## config.mk

```make
export PLATFORM = sky130hd
export DESIGN_NAME = sdac_front
export DESIGN_NICKNAME = d
export VERILOG_FILES = /design/src/rtl/sdac_pkg.sv /design/src/rtl/sdac_sync.sv /design/src/rtl/sdac_shift.sv /design/src/rtl/sdac_codereg.sv /design/src/rtl/sdac_sdo.sv /design/src/rtl/sdac_front.sv
export SDC_FILE = /design/constraint.sdc
export NUM_CORES = 1
export LEC_CHECK = 0
export CAP_MARGIN = 20
export CELL_PAD_IN_SITES_DETAIL_PLACEMENT = 1
export CELL_PAD_IN_SITES_GLOBAL_PLACEMENT = 1
export CORE_ASPECT_RATIO = 1.2
export CORE_MARGIN = 2
export CORE_UTILIZATION = 51
export DETAILED_ROUTE_END_ITERATION = 7
export PLACE_DENSITY_LB_ADDON = 0.1
export REMOVE_ABC_BUFFERS = 1
export SETUP_SLACK_MARGIN = 0.1
export SLEW_MARGIN = 0
export SYNTH_ARGS = -nofsm -noshare
export SYNTH_HDL_FRONTEND = slang
export SYNTH_HIERARCHICAL = 1
export SYNTH_SLANG_ARGS = --single-unit
export TNS_END_PERCENT = 30
```

## constraint.sdc

```tcl
create_clock -name clk -period 4.15 [get_ports clk]
set_input_delay 0.415 -clock clk [delete_from_list [all_inputs] [get_ports clk]]
set_output_delay 0.415 -clock clk [all_outputs]
set_load 0.005 [all_outputs]
```

## src/rtl/sdac_pkg.sv

```systemverilog
package sdac_pkg;
  // serial word length, fixed by the frame format
  localparam int FRAME_W = 16;
  // synchroniser lane assignment
  localparam int LN_SCLK  = 0;
  localparam int LN_FRAME = 1;
  localparam int LN_SDAT  = 2;
  localparam int LN_LOAD  = 3;
  localparam int LN_RDSEL = 4;
  localparam int LN_CLEAR = 5;
  localparam int LN_PDOWN = 6;
  localparam int LANES    = 7;
  // idle levels: active-low lines high, serial clock idles high
  localparam logic [LANES-1:0] LANE_IDLE = 7'b0111011;

  // mid-scale code for a given width
  function automatic int unsigned midscale(input int unsigned w);
    return 32'd1 << (w - 1);
  endfunction

  // frame bit counter step, saturating one past a full frame
  function automatic int unsigned count_step(input int unsigned c, input int unsigned full);
    return (c > full) ? c : c + 1;
  endfunction
endpackage

```

## src/rtl/sdac_sync.sv

```systemverilog
module sdac_sync #(
  parameter int N = 7,
  parameter int STAGES = 2,
  parameter logic [N-1:0] RST_VAL = '0
) (
  input  logic         clk,
  input  logic         rst_n,
  input  logic [N-1:0] async_i,
  output logic [N-1:0] lvl_o,
  output logic [N-1:0] prev_o
);
  logic [N-1:0] pipe [STAGES];

  for (genvar s = 0; s < STAGES; s++) begin : g_stage
    if (s == 0) begin : g_first
      always_ff @(posedge clk or negedge rst_n) begin
        if (!rst_n) pipe[s] <= RST_VAL;
        else        pipe[s] <= async_i;
      end
    end else begin : g_next
      always_ff @(posedge clk or negedge rst_n) begin
        if (!rst_n) pipe[s] <= RST_VAL;
        else        pipe[s] <= pipe[s-1];
      end
    end
  end

  always_ff @(posedge clk or negedge rst_n) begin
    if (!rst_n) prev_o <= RST_VAL;
    else        prev_o <= pipe[STAGES-1];
  end

  assign lvl_o = pipe[STAGES-1];
endmodule

```

## src/rtl/sdac_shift.sv

```systemverilog
module sdac_shift #(
  parameter int WORD_W = 16,
  localparam int CNT_W = $clog2(WORD_W + 2)
) (
  input  logic              clk,
  input  logic              rst_n,
  input  logic              frame_open,
  input  logic              frame_start,
  input  logic              sclk_fall,
  input  logic              sdat_s,
  output logic [WORD_W-1:0] word_o,
  output logic              full_o
);
  logic [CNT_W-1:0] cnt_q;
  logic             take;

  assign take   = sclk_fall && frame_open;
  assign full_o = (cnt_q == CNT_W'(WORD_W));

  always_ff @(posedge clk or negedge rst_n) begin
    if (!rst_n) begin
      word_o <= '0;
      cnt_q  <= '0;
    end else begin
      if (take) word_o <= {word_o[WORD_W-2:0], sdat_s};
      if (frame_start)
        cnt_q <= take ? CNT_W'(1) : '0;
      else if (take)
        cnt_q <= CNT_W'(sdac_pkg::count_step(32'(cnt_q), WORD_W));
    end
  end
endmodule

```

## src/rtl/sdac_codereg.sv

```systemverilog
module sdac_codereg #(
  parameter int DATA_W = 12,
  parameter logic [DATA_W-1:0] CLR_CODE = '0
) (
  input  logic              clk,
  input  logic              rst_n,
  input  logic              clr_act,
  input  logic              load_fall,
  input  logic              auto_fire,
  input  logic [DATA_W-1:0] new_code,
  output logic [DATA_W-1:0] code_o
);
  // priority: clear level, then either load path
  always_ff @(posedge clk or negedge rst_n) begin
    if (!rst_n)                      code_o <= CLR_CODE;
    else if (clr_act)                code_o <= CLR_CODE;
    else if (load_fall || auto_fire) code_o <= new_code;
  end
endmodule

```

## src/rtl/sdac_sdo.sv

```systemverilog
module sdac_sdo #(
  parameter int WORD_W = 16,
  parameter int DATA_W = 12
) (
  input  logic              clk,
  input  logic              rst_n,
  input  logic              rd_start,
  input  logic              rd_act,
  input  logic              sclk_fall,
  input  logic [DATA_W-1:0] code_i,
  input  logic              chain_msb,
  output logic              sdo_o
);
  logic [WORD_W-1:0] rb_q;

  always_ff @(posedge clk or negedge rst_n) begin
    if (!rst_n)                    rb_q <= '0;
    else if (rd_start)             rb_q <= WORD_W'(code_i);
    else if (rd_act && sclk_fall)  rb_q <= {rb_q[WORD_W-2:0], 1'b0};
  end

  assign sdo_o = rd_act ? rb_q[WORD_W-1] : chain_msb;
endmodule

```

## src/rtl/sdac_front.sv

```systemverilog
module sdac_front #(
  parameter int DATA_W = 12,
  parameter int SYNC_STAGES = 2,
  parameter logic [DATA_W-1:0] CLR_CODE = DATA_W'(sdac_pkg::midscale(DATA_W))
) (
  input  logic              clk,
  input  logic              rst_n,
  input  logic              sclk_i,
  input  logic              frame_n_i,
  input  logic              sdat_i,
  input  logic              load_n_i,
  input  logic              rdsel_n_i,
  input  logic              clear_n_i,
  input  logic              pdown_i,
  output logic              sdo_o,
  output logic [DATA_W-1:0] code_o,
  output logic              lowpwr_o
);
  import sdac_pkg::*;
  localparam int WORD_W = FRAME_W;

  logic [LANES-1:0] pins, lvl, prev;
  logic sclk_fall, frame_open, frame_start, frame_end;
  logic sdat_s, load_lvl, load_fall, rd_act, rd_start, clr_act;
  logic full_frame, auto_fire;
  logic [WORD_W-1:0] sh_word;

  assign pins = {pdown_i, clear_n_i, rdsel_n_i, load_n_i, sdat_i, frame_n_i, sclk_i};

  sdac_sync #(.N(LANES), .STAGES(SYNC_STAGES), .RST_VAL(LANE_IDLE)) u_sync (
    .clk(clk), .rst_n(rst_n), .async_i(pins), .lvl_o(lvl), .prev_o(prev)
  );

  // named events, used by the design and by the bound checker
  assign sclk_fall   = prev[LN_SCLK] & ~lvl[LN_SCLK];
  assign frame_open  = ~lvl[LN_FRAME];
  assign frame_start = prev[LN_FRAME] & ~lvl[LN_FRAME];
  assign frame_end   = ~prev[LN_FRAME] & lvl[LN_FRAME];
  assign sdat_s      = prev[LN_SDAT];   // one clock older than the edge: setup margin
  assign load_lvl    = ~lvl[LN_LOAD];
  assign load_fall   = prev[LN_LOAD] & ~lvl[LN_LOAD];
  assign rd_act      = ~lvl[LN_RDSEL];
  assign rd_start    = prev[LN_RDSEL] & ~lvl[LN_RDSEL];
  assign clr_act     = ~lvl[LN_CLEAR] | ~prev[LN_CLEAR];
  assign lowpwr_o    = prev[LN_PDOWN];

  sdac_shift #(.WORD_W(WORD_W)) u_shift (
    .clk(clk), .rst_n(rst_n), .frame_open(frame_open), .frame_start(frame_start),
    .sclk_fall(sclk_fall), .sdat_s(sdat_s), .word_o(sh_word), .full_o(full_frame)
  );

  assign auto_fire = frame_end & load_lvl & full_frame;

  sdac_codereg #(.DATA_W(DATA_W), .CLR_CODE(CLR_CODE)) u_code (
    .clk(clk), .rst_n(rst_n), .clr_act(clr_act), .load_fall(load_fall),
    .auto_fire(auto_fire), .new_code(sh_word[DATA_W-1:0]), .code_o(code_o)
  );

  sdac_sdo #(.WORD_W(WORD_W), .DATA_W(DATA_W)) u_sdo (
    .clk(clk), .rst_n(rst_n), .rd_start(rd_start), .rd_act(rd_act),
    .sclk_fall(sclk_fall), .code_i(code_o), .chain_msb(sh_word[WORD_W-1]), .sdo_o(sdo_o)
  );
endmodule

```

==> results.txt, run 1 <==
Status = finished clean
DRT iter0 DRCs = 89
CP arrival = 1.92 ns
Comb pwr share = 0.092
Static Leak = 1.46 nW
Reg power frac = 0.516
Site Rows = 30
Initial antenna violation count = 0
Cell count after placement = 324
Final Setup Violations = 0
Setup total negative slack = 0 ns
Die area = 6640 µm²
Internal = 1.17 mW
Leading cell type in the layout, fill and taps excluded = dfrtp_1
Via density = 5.61
Wire length on met3 = 189 µm
I/O Buffers = 22
Clock sinks = 70
Die Y = 88.9 µm
WL met1 = 2610 µm
Core area = 5740 µm²
Pwr per Cell Area = 439 nW/µm²
Starting Density = 0.533
Crit path max fanout = 21
Fin. max-slew vios = 0
Tcrit/Tclk final = 0.563
Layout cells sized above 1 = 0.304
Crit path kind = reg2out
Net Sw Power = 0.354 mW
Critical path startpoint category = flip-flop
Mapped Area = 3060 µm²
First-pass DRT Iterations = 4
Synth warn = 6
Routability Congestion = 0.837
Most frequent cells in the layout = 54 x dfrtp_1, 21 x clkdlybuf4s50_1, 16 x dfstp_2, 16 x mux2_2, 14 x nand2_1
DP HPWL = 3650 µm
Util after Layout = 0.605
Period minus WS final = 2.34 ns
Vias in the first global route = 2033
Top layer used by detailed routing = met4
Via count = 1909
Area grow syn2layout = 13.4%
Skew final = 0.00865 ns
Pre-CTS setup slack = 1.99 ns
Rel. slew slack = 0.406
Net Sw Frac = 0.232
Clock root cell = clkbuf_8
Unrepaired setup endpoints after global routing = no
Post-CTS Setup Bufs = 0
Critical path required time = 3.73 ns
Antenna fix cells = 0
Max cap viols = 0
Hold_buf cts = 0
H-Tree Depth = 3
Crit. End Element = primary output
Tightest Hold Check Type = in2async
DR WL/cell = 17.0 µm
Nets@finish = 266
TritonCTS clock tree = yes
Die X = 74.7 µm
Final cell count without fillers = 340
First-pass GRT wire length = 9790 µm
Worst-skew pair later-pin latency = 0.34 ns
Syn Area/Cell = 12.8 µm²
Reg clk slew, reported paths = 0.08 ns
Grt ovf = 0
Drc violations = 0
TritonCTS buffer count = 9
All-layer global routing usage = 0.200
Max Fclk = 428 MHz
Worst-Margin Slew = 0.891 ns
Number of cells produced by synthesis = 239
Worst vdd ir = 0.398 mV
Fin. Hold Viols = 0
Wirelength, routed = 5770 µm
Clock Tree Buf Depth = 2
Met2 Routed Length = 2910 µm
Worst setup margin = 1.81 ns
Post-cts gate resize count = 0
Final ANT Viol Nets = 0
Largest net degree at the start of global routing = 41
Top Ports = 23
Clock share of power = 0.392
==> metal layers <==
metal | up-vias | GRT usage
li1 | 893 | -
met1 | 978 | 0.258
met2 | 31 | 0.318
met3 | 7 | 0.0598
met4 | 0 | 0.0795
met5 | - | 0
==> state kept, by name (all words and copies together) (netlist names) <==
signal          cells
u_shift/cnt_q       5
u_sync/pipe         7
u_sync/lvl_o        7
u_shift/word_o     16
u_sync/prev_o       7
u_code/code_o      12
u_sdo/rb_q         16
==> critical path, cell delays in order, from the launching register on <==
cell             delay (ns)
dfstp_2                0.56
inv_1                  0.04
buf_4                  0.21
mux2_4                 0.32
clkdlybuf4s50_1        0.44
==> final timing paths <==
path	start	to	slack [ns]	cells after the start
max	u_sync/lvl_o[4]$_DFF_PN1_	sdo_o	1.81	4
min	rst_n	u_sdo/rb_q[3]$_DFFE_PN0P_	0.19	1
max reg2reg	u_shift/cnt_q[0]$_DFFE_PN0P_	u_code/code_o[11]$_DFFE_PN1P_	1.96	7
min reg2reg	u_sync/lvl_o[6]$_DFF_PN0_	u_sync/prev_o[6]$_DFF_PN0_	0.35	0
max in group asynchronous	rst_n	u_sync/prev_o[3]$_DFF_PN1_	2.99	2
min in group clk	u_sync/lvl_o[6]$_DFF_PN0_	u_sync/prev_o[6]$_DFF_PN0_	0.35	0
==> power groups by stage <==
| stage | Sequential (mW) | Clock (mW) | Combinational, mW |
|---|---|---|---|
| floorplan | 0.784 | 0 | 0.0877 |
| global placement | 0.795 | 0 | 0.132 |
| detailed placement | 0.799 | 0 | 0.140 |
| CTS | 0.788 | 0.617 | 0.143 |
| global route | 0.797 | 0.645 | 0.156 |
| finish | 0.787 | 0.598 | 0.140 |
==> layout make-up <==
class	count	area (µm²)
clock buffers	12	145
multi-input cells	141	1110
clock inverters	4	70.1
well taps	80	100
inverters	7	26.3
fillers	604	2270
repair buffers	26	253
flip-flops and latches	70	1770
==> metrics by stage <==
stage | area, µm² | power (mW) | hold slack [ns]
3_5_place_dp | 3260 | 0.939 | 0.336
3_3_place_gp | 3240 | 0.927 | 0.335
6_report | 3470 | 1.53 | 0.189
4_1_cts | 3470 | 1.55 | 0.220
5_1_grt | 3470 | 1.60 | 0.260
2_1_floorplan | 2900 | 0.872 | 0.119
Note: power is estimated with default switching activity, not from simulation.
==> run 2: changes to the inputs <==
Settings changed: CORE_UTILIZATION 51 to 47.
Clock period 4.15 ns to 2.2 ns, I/O delays scaled along.
==> run 2 against run 1 <==
Net effect: setup slack worse by 1.6 ns; largest cell class unchanged; clock power increased by 77%; largest power group unchanged; clock skew is 0.0024 ns lower.
==> results.txt, run 2 (synthesis gave the netlist of run 1 again) <==
Die area = 7180 µm² (+8.1%)
Crit. End Element = flip-flop
DP HPWL = 3730 µm (+2.2%)
Fin. max-slew vios = 0 (unchanged)
Final Setup Violations = 0 (unchanged)
R2R depth = 8 (+1)
Die Y = 92.4 µm (+4.0%)
Internal = 2.09 mW (+78%)
Reg clk slew, reported paths = 0.08 ns (about the same)
Top Ports = 23 (unchanged)
Terminating pin of the worst hold path = u_sync/pipe[12]$_DFF_PN1_
Initial antenna violation count = 0 (unchanged)
Clock Tree Buf Depth = 2 (unchanged)
Antenna fix cells = 0 (unchanged)
Total power = 2.82 mW (+85%)
R2R setup slack = 0.21 ns (-1.75 ns)
First-pass GRT wire length = 9870 µm (+0.78%)
Most frequent cells in the layout = 54 x dfrtp_1, 21 x clkdlybuf4s50_1, 16 x dfstp_2, 16 x mux2_2, 14 x nand2_1
Wirelength, routed = 5700 µm (-1.3%)
Clock sinks = 70 (unchanged)
Reg power frac = 0.528 (+0.012)
Layout cells sized above 1 = 0.341 (+0.0369)
Util after Layout = 0.562 (-0.0425)
Skew final = 0.00627 ns (-0.00238 ns)
Site Rows = 32 (+6.7%)
Comb pwr share = 0.096 (+0.004)
I/O Buffers = 22 (unchanged)
All-layer global routing usage = 0.177 (-0.0235)
Via density = 5.38 (-4.1%)
Crit Reg-Reg Startpoint = u_shift/cnt_q[0]$_DFFE_PN0P_
Critical path startpoint category = flip-flop
Status = finished clean
Starting Density = 0.481 (-0.0522)
Area grow syn2layout = 16.8%
Clock root cell = clkbuf_8
Hold path startpoint = clear_n_i
Max cap viols = 0 (unchanged)
Unrepaired setup endpoints after global routing = yes
Vias in the first global route = 1998 (-1.7%)
Worst-skew pair later-pin latency = 0.34 ns (about the same)
TritonCTS clock tree = yes
Rel. slew slack = 0.552 (+0.146)
Fin. Hold Viols = 0 (unchanged)
TritonCTS buffer count = 9 (unchanged)
Largest regs = u_sdo/rb_q: 16 flops, u_shift/word_o: 16 flops, u_code/code_o: 12 flops
Net Sw Frac = 0.257 (+0.0254)
First-pass DRT Iterations = 2 (-2)
Largest net degree at the start of global routing = 40 (-2.4%)
Worst-Margin Slew = 0.672 ns (-0.219 ns)
Drc violations = 0 (unchanged)
Final cell count without fillers = 355 (+4.4%)
Routability Congestion = 0.849 (+1.5%)
CP arrival = 2.25 ns (+0.33 ns)
Pwr per Cell Area = 787 nW/µm² (+79%)
Clock share of power = 0.376 (-0.016)
Critical path required time = 2.46 ns (-1.27 ns)
Final ANT Viol Nets = 0 (unchanged)
Net Sw Power = 0.724 mW (+100%)
DRT iter0 DRCs = 71 (-20%)
Leading cell type in the layout, fill and taps excluded = dfrtp_1
Crit path max fanout = 10 (-52%)
Die X = 77.7 µm (+3.9%)
Via count = 1911 (+0.10%)
Max Fclk = 502 MHz
Static Leak = 1.51 nW (+3.2%)
Core area = 6370 µm² (+11%)
DR WL/cell = 16.0 µm (-5.5%)
Cell count after placement = 334 (+3.1%)
Nets@finish = 276 (+3.8%)
Tightest Hold Check Type = in2reg
Worst vdd ir = 0.516 mV (+30%)
Tcrit/Tclk final = 0.905
Grt ovf = 0 (unchanged)
Period minus WS final = 1.99 ns
Reg2reg end = u_code/code_o[9]$_DFFE_PN0P_
Hold WS = 0.269 ns (+0.0803 ns)
Hold-critical path depth = 1
H-Tree Depth = 3 (unchanged)
Setup total negative slack = 0 ns (unchanged)
Crit path kind = reg2reg
-- run 2: cell count changes in the layout (fill, tap and decap cells not counted), moves of 2 or more --
cell | before | now
buf_4 | 3 | 10
inv_6 | 0 | 4
clkbuf_1 | 2 | 0
clkinv_2 | 2 | 0
clkinvlp_4 | 0 | 2
-- run 2: how the worst max path moves through the flow --
stage | end | slack (ns) | startpoint
after CTS | u_code/code_o[3]$_DFFE_PN0P_ | 0.14 | u_shift/cnt_q[0]$_DFFE_PN0P_
after detailed placement | u_code/code_o[3]$_DFFE_PN0P_ | 0.15 | u_shift/cnt_q[0]$_DFFE_PN0P_
after global placement | u_code/code_o[3]$_DFFE_PN0P_ | 0.21 | u_shift/cnt_q[0]$_DFFE_PN0P_
final | u_code/code_o[9]$_DFFE_PN0P_ | 0.21 | u_shift/cnt_q[0]$_DFFE_PN0P_
after floorplan | u_shift/word_o[0]$_DFFE_PN0P_ | -0.26 | u_sync/prev_o[0]$_DFF_PN1_
after global routing | u_code/code_o[9]$_DFFE_PN0P_ | 0.09 | u_shift/cnt_q[0]$_DFFE_PN0P_
-- run 2: cell type report --
class / instances / area (µm²)
Fill cell: 651 / 2790
Sequential cell: 70 / 1770
Multi-Input combinational cell: 141 / 1110
Timing Repair Buffer: 36 / 360
Clock buffer: 9 / 124
Tap cell: 85 / 106
Clock inverter: 7 / 80.1
Inverter: 7 / 26.3
-- run 2: power groups by stage --
| stage | combinational [mW] | sequential (mW) | clock, mW |
|---|---|---|---|
| 2_1_floorplan | 0.165 | 1.48 | 0 |
| 3_3_place_gp | 0.260 | 1.50 | 0 |
| 3_5_place_dp | 0.267 | 1.51 | 0 |
| 4_1_cts | 0.270 | 1.49 | 1.09 |
| 5_1_grt | 0.303 | 1.51 | 1.14 |
| 6_report | 0.271 | 1.49 | 1.06 |
-- run 2: stage by stage --
stage	cell area (µm²)	worst slack, ns
after global placement	3310	0.212
after floorplan	2900	-0.255
after CTS	3520	0.138
after detailed placement	3310	0.148
after global routing	3580	0.0937
final	3580	0.209
-- run 2: timing repair --
item | 4_1_cts | 5_1_grt
setup buffers | 0 | 3
hold endpoints to repair | 22 | 0
resized for setup | 0 | 4
endpoints found under the setup margin | 0 | 10
hold buffers | 1 | 0
-- run 2: critical path, cell delays in order, from the launching register on --
cell and delay (ns):
dfrtp_1 0.39, inv_2 0.06, ha_1 0.20, or3b_4 0.25, nor2_1 0.04, and4bb_2 0.28
buf_8 0.15, or3b_1 0.38, a21oi_1 0.15
-- run 2: layer usage --
metal  track usage  routed length, µm  part of all wire  vias up
met3        0.0312                139             0.024        9
met5             0                  0                 0        -
met2         0.290               2830              0.50       21
met1         0.223               2620              0.46      976
met4        0.0938                105             0.018        0
li1              -                  -                 -      905
